**config.mk**
```make
export PLATFORM = sky130hd
export DESIGN_NAME = mod60_bcd_counter
export DESIGN_NICKNAME = d
export VERILOG_FILES = /design/src/rtl/mod60_pkg.sv /design/src/rtl/bcd_digit_stage.sv /design/src/rtl/mod60_bcd_counter.sv
export SDC_FILE = /design/constraint.sdc
export NUM_CORES = 1
export LEC_CHECK = 0
export ABC_CLOCK_PERIOD_IN_PS = 1200
export BUFFER_PORTS_ARGS = -buffer_cell sky130_fd_sc_hd__buf_2
export CAP_MARGIN = 20
export CELL_PAD_IN_SITES_DETAIL_PLACEMENT = 1
export CELL_PAD_IN_SITES_GLOBAL_PLACEMENT = 1
export CORE_MARGIN = 1.5
export CORE_UTILIZATION = 29
export DETAILED_ROUTE_END_ITERATION = 10
export GPL_ROUTABILITY_DRIVEN = 0
export GPL_TIMING_DRIVEN = 1
export PLACE_DENSITY = 0.75
export SETUP_SLACK_MARGIN = 0.15
export SYNTH_ARGS = -nofsm -noshare
export SYNTH_HDL_FRONTEND = slang
export SYNTH_HIERARCHICAL = 1
export SYNTH_SLANG_ARGS = --single-unit
```
**constraint.sdc**
```tcl
create_clock -name clk -period 1.2 [get_ports clk]
set_input_delay 0.18 -clock clk [delete_from_list [all_inputs] [get_ports clk]]
set_output_delay 0.18 -clock clk [all_outputs]
set_load 0.005 [all_outputs]
```
**src/rtl/mod60_pkg.sv**
```systemverilog
package mod60_pkg;
  localparam int BCD_W = 4;
  typedef logic [BCD_W-1:0] bcd_t;

  // value a digit takes on an enabled step, wrapping after its last value
  function automatic bcd_t bcd_advance(input bcd_t cur, input bcd_t last);
    bcd_t nxt;
    if (cur == last) nxt = '0;
    else             nxt = cur + bcd_t'(1);
    return nxt;
  endfunction

  // terminal flag of a digit
  function automatic logic bcd_is_last(input bcd_t cur, input bcd_t last);
    return cur == last;
  endfunction
endpackage

```
**src/rtl/bcd_digit_stage.sv**
```systemverilog
module bcd_digit_stage
  import mod60_pkg::*;
#(
  parameter int LAST = 9
) (
  input  logic clk,
  input  logic rst,
  input  logic step,
  output bcd_t value,
  output logic at_last
);
  localparam bcd_t LAST_V = bcd_t'(LAST);

  bcd_t cur_q;

  always_ff @(posedge clk) begin
    if (rst)       cur_q <= '0;
    else if (step) cur_q <= bcd_advance(cur_q, LAST_V);
  end

  assign value   = cur_q;
  assign at_last = bcd_is_last(cur_q, LAST_V);

  // digit stays within its decimal range
  assert_digit_range_R7: assert property (@(posedge clk) disable iff (rst)
    cur_q <= LAST_V);

  // no step, no change
  assert_digit_hold_R3: assert property (@(posedge clk) disable iff (rst)
    !step |=> $stable(cur_q));

  // a step at the last value returns the digit to zero
  assert_digit_wrap_R6: assert property (@(posedge clk) disable iff (rst)
    (step && at_last) |=> cur_q == '0);
endmodule

```
**src/rtl/mod60_bcd_counter.sv**
```systemverilog
module mod60_bcd_counter
  import mod60_pkg::*;
#(
  parameter int UNITS_LAST = 9,
  parameter int TENS_LAST  = 5
) (
  input  logic       clk,
  input  logic       rst,
  input  logic       cnt_en,
  output logic [3:0] units_o,
  output logic [3:0] tens_o,
  output logic       carry_o
);
  localparam int NDIG = 2;

  function automatic int last_of(input int idx);
    return (idx == 0) ? UNITS_LAST : TENS_LAST;
  endfunction

  bcd_t digit_val [NDIG];
  logic digit_tc  [NDIG];
  logic digit_step[NDIG+1];

  assign digit_step[0] = cnt_en;

  for (genvar g = 0; g < NDIG; g++) begin : g_digit
    bcd_digit_stage #(.LAST(last_of(g))) u_dig (
      .clk    (clk),
      .rst    (rst),
      .step   (digit_step[g]),
      .value  (digit_val[g]),
      .at_last(digit_tc[g])
    );
    // a higher digit is enabled only by the terminal flag of the one below
    assign digit_step[g+1] = digit_step[g] & digit_tc[g];
  end

  assign units_o = digit_val[0];
  assign tens_o  = digit_val[1];
  assign carry_o = digit_step[NDIG];

  // units advance by one away from the terminal value
  assert_units_step_R4: assert property (@(posedge clk) disable iff (rst)
    (cnt_en && units_o != 4'd9) |=> units_o == $past(units_o) + 4'd1);

  // tens advance on the units rollover edge
  assert_tens_follow_R5: assert property (@(posedge clk) disable iff (rst)
    (cnt_en && units_o == 4'd9 && tens_o != 4'd5) |=> tens_o == $past(tens_o) + 4'd1);

  // tens hold while units are not rolling over
  assert_tens_hold_R5: assert property (@(posedge clk) disable iff (rst)
    (units_o != 4'd9) |=> $stable(tens_o));

  // the cycle after a carry shows 00
  assert_rollover_R9: assert property (@(posedge clk) disable iff (rst)
    carry_o |=> (units_o == 4'd0 && tens_o == 4'd0));

  // no carry without enable
  assert_carry_gated_R8: assert property (@(posedge clk) disable iff (rst)
    !cnt_en |-> !carry_o);
endmodule

```
# --- After elaboration in Yosys (flattened, before gate mapping) ---
# Index checks and enable logic that the tools add are counted.
op_classes:
  bitwise: 2
  eq_ne: 2
  mux: 2
  add_sub_neg: 2
op_table:
  columns: ["op", "count"]
  rows:
  - ["adder 4 x 1 -> 4 bit, second input constant", 2]
  - ["2-to-1 mux 4 bit", 2]
  - ["== test 4 x 3 -> 1 bit, second input constant", 1]
  - ["== test 4 bit, second input constant", 1]
  - ["bitwise AND 1 bit", 2]
totals:
  ff_bits: 8
  in_bits: 3

# --- Logic depth before layout (Yosys ltp) ---
depth:
  depth_word: 3
  ltp_mapped: 6
  ltp_nobuf: 6

# --- By module ---
# The synthesis kept the hierarchy.
by_module_without_submodules:
  columns: ["mod", "cells_per_inst", "n_inst", "area_each_um2"]
  rows:
  - ["bcd_digit_stage (g_digit[0].u_dig)", 21, 1, 186.4]
  - ["bcd_digit_stage (g_digit[1].u_dig)", 19, 1, 177.7]
  - ["mod60_bcd_counter", 2, 1, 12.5]

# --- Least setup slack after synthesis ---
# OpenSTA, ideal clock, no wires.
synth_timing:
  kind: "register to register"
  startpoint: "reg g_digit[0].u_dig.cur_q[3]"
  endpoint: "reg g_digit[1].u_dig.cur_q[1]"
  path_stages_with_launch: 7
  setup_ps: 66
  synth_period_minus_slack_ps: 1392
  n_path_buf: 0
  path_slack_ps: -192
  t_arrival_ps: 1326
  path_cell_list: "dfxtp_1 -> nor2b_1 -> and3_2 -> and2_1 -> nand2_2 -> a211o_1 -> a21oi_2"
synth_rtl:
  columns: ["item", "line_no", "rtl"]
  rows:
  - ["start: declaration", "bcd_digit_stage.sv:14", "bcd_t cur_q;"]
  - ["start signal: assignment", "bcd_digit_stage.sv:18", "else if (step) cur_q <= bcd_advance(cur_q, LAST_V);"]
  - ["end signal: assignment", "bcd_digit_stage.sv:18", null]
  - ["end: declaration", "bcd_digit_stage.sv:14", null]

==> flow_summary_export.csv <==
group,metric,value,unit
setup_path,critPathMaxFanout,2,
synthesis,synth_top_cells_by_area,"dfxtp_1, xnor2_1, nor2b_1, a211o_1, a21oi_2",
setup_path,r2r_slack,-60,ps
grt,track_usage,16.8,%
synthesis,yosys_warnings,6,
clock_network,htree_levels,1,
final_layout,nets,72,
clock_network,root_buffer,"clkbuf_4",
pwr,pwr-share-seq,51.0,%
synthesis,synth-async-reset-ratio,0,%
setup_path,worstSetupPathType,"register to primary output",
final_layout,layout-drive-gt1-share,59.7,%
run_status,failed_checks,"setup timing",
setup_path,cp-startpoint,"g_digit[1].u_dig/value[0]",
clock_network,cts_tree,"done",
synthesis,synth_top_area_cell,"dfxtp_1",
placement,dp_hpwl,789,um
pwr,total_leakage_power,0.265,nW
final_layout,largest_reg_flops,8,
clock_network,ctsLongestPathBuffers,2,
grt,grt_pass1_vias,379,
pwr,pwr-share-comb,10.2,%
synthesis,synth.top_cell.area_share,42.5,%
detailed_routing,via_count,391,
detailed_routing,drc,0,
grt,grt_max_degree,9,
synthesis,synth_nets,45,
job,maxCapViolations,0,
synthesis,syn-cell-area,377,um2
timing,hold_violations,0,
pwr,power.net_switching,0.132,mW
clock_network,holdBufCountCts,0,
detailed_routing,drt-pass1-iter-count,4,
synthesis,synth_edf_count,0,
timing,setup_slack,-109,ps
timing,fin_worst_skew,1.55,ps
floorplanning,die_h,39.0,um
timing,finalSetupTns,-171,ps
synthesis,syn_inst,42,
floorplanning,initial_core_util,32.6,%
setup_path,start_kind,"register",
placement,portBuffers,11,
clock_network,clock_latency,250,ps
detailed_routing,drtAntennaViolNets,0,
setup_path,crit_required,1020,ps
floorplanning,core_area,0.00116,mm2
final_layout,n_antenna_cell,0,
synthesis,ys_ff_latch,8,
detailed_routing,routed_via_density,4.83,
grt,grt_remaining_overflow,0,
timing,setup-violations-final,2,
timing,maxSlewHeadroom,86.5,%
floorplanning,die_w,39.0,um
setup_path,worstRegToRegCells,6,
pwr,p_int,0.415,mW
timing,fin_crit_sh,109,%
floorplanning,row_count,12,
setup_path,rr_endpoint,"g_digit[1].u_dig/value[1]",
synthesis,seq_area_frac_synth,42.5,%
pwr,p_per_area,912,mW/mm2
floorplanning,io_pins,12,
final_layout,area_growth,59.5,%
setup_path,crit_arrival,1130,ps
synthesis,yosysUniqueCellTypes,20,
pwr,swShare,24.2,%
min_path,hold_depth,2,
clock_network,cts.sinks,8,
timing,holdWs,189,ps
synthesis,syn_avg_cell_area,8.97,um2
detailed_routing,routed_wl,1080,um
timing,drv_slew,0,
detailed_routing,drt-initial-drc-count,6,
min_path,hold_start,"rst",
run_status,status,"finished with violations",
min_path,min_path_type,"input pin to register",
synthesis,synth_top_flop_cell,"dfxtp_1",
min_path,hold-path-endpoint,"g_digit[0].u_dig/value[1]",
final_layout,final_util,51.9,%
timing,tightest_slew,200,ps
timing,clock.fmax,764,MHz
grt,antenna_found_initial,0,
detailed_routing,wire_per_inst,13.3,um
timing,period_minus_slack,1310,ps
timing,rsz0062_at_grt,"yes",
floorplanning,die_area,0.00152,mm2
pwr,power_frac_clock,38.9,%
setup_path,crit_path_end_kind,"primary output",
pwr,vdd_drop_max,0.000505,V
clock_network,cts_buffers,3,
grt,grt_pass1_wl,1660,um
setup_path,timing.rr.start,"g_digit[0].u_dig/value[3]",
clock_network,path_clk_slew,60,ps
==> layout make-up <==
class	count	area, um2
repair buffers	22	149
inverters	2	7.51
fillers	137	556
clock buffers	3	22.5
flip-flops and latches	8	168
multi-input cells	32	236
well taps	14	17.5
==> placed cells by master (no fill, tap or decap) <==
| cell type | count |
|---|---|
| nand3_1 | 1 |
| xnor2_1 | 3 |
| and3_1 | 1 |
| o21ai_0 | 1 |
| o21ai_1 | 2 |
| nor2b_4 | 1 |
| a21oi_1 | 2 |
| and2_4 | 1 |
| buf_6 | 3 |
| nor2_1 | 4 |
| buf_2 | 11 |
| xnor2_2 | 1 |
| inv_1 | 2 |
| nand4b_1 | 1 |
| nor4bb_2 | 1 |
| dfxtp_2 | 6 |
| nand2_1 | 2 |
| nor2b_1 | 2 |
| and3_4 | 1 |
| nand2_2 | 2 |
| dfxtp_1 | 2 |
| a211o_1 | 2 |
| a21oi_2 | 2 |
| buf_4 | 8 |
| nand4_1 | 1 |
| and4b_1 | 1 |
| clkbuf_4 | 3 |
==> cells by family after synthesis <==
logic type | Yosys count | share of synthesized area [%]
AOI/OAI and AO/OA | 9 | 15.9
xor gates and xnor gates | 4 | 9.30
buffers and inverters | 2 | 1.99
DFF | 8 | 42.5
and+or+nand+nor | 19 | 30.2
==> timing repair <==
item                                    CTS  global route
endpoints found under the hold margin     0             0
pin swaps                                 5             3
resized for setup                         9             2
endpoints found under the setup margin    7             9
buffers inserted                          0             1
==> per-stage QoR <==
stage	setup slack [ps]	instances	total power, mW	area [um2]
finish	-109	81	0.548	601
global route	-161	81	0.581	601
CTS	-139	80	0.562	591
detailed placement	-45.4	77	0.338	537
global placement	-27.7	77	0.335	537
floorplan	-54.3	42	0.305	389
==> metal layers <==
layer	vias to the layer above	global-route usage [%]	part of all wire, %
met5	-	0	0
met4	0	12.9	1.3
met3	2	3.47	3.5
met2	11	24.2	44
met1	180	21.3	51
li1	198	-	-
==> worst max-delay path, stage by stage, from the launching register on <==
cell and delay [ps]:
dfxtp_2 330, nor4bb_2 260, and3_1 170, buf_2 100
==> how the worst max path moves through the flow <==
stage / end / slack, ps / cells after the start
4_1_cts: carry_o / -140 / 3
3_3_place_gp: g_digit[1].u_dig/value[1] / -30 / 6
5_1_grt: carry_o / -160 / 3
2_1_floorplan: g_digit[1].u_dig/value[1] / -50 / 6
3_5_place_dp: g_digit[1].u_dig/value[1] / -50 / 6
6_report: carry_o / -110 / 3
==> Yosys cell counts, types with 2 or more instances <==
| cell type | count |
|---|---|
| dfxtp_1 | 8 |
| nor2_1 | 4 |
| xnor2_1 | 4 |
| nor2b_1 | 3 |
| a211o_1 | 2 |
| a21oi_1 | 2 |
| a21oi_2 | 2 |
| inv_1 | 2 |
| nand2_1 | 2 |
| nand2_2 | 2 |
| o21ai_0 | 2 |
==> power by group through the flow <==
stage	logic, mW	clock network, mW	registers (mW)
after detailed placement	0.0543	0	0.283
after CTS	0.0561	0.228	0.278
after global routing	0.0603	0.241	0.279
final	0.0557	0.213	0.279
after floorplan	0.0165	0	0.289
after global placement	0.0525	0	0.283
Note: power is estimated with default switching activity, not from simulation.
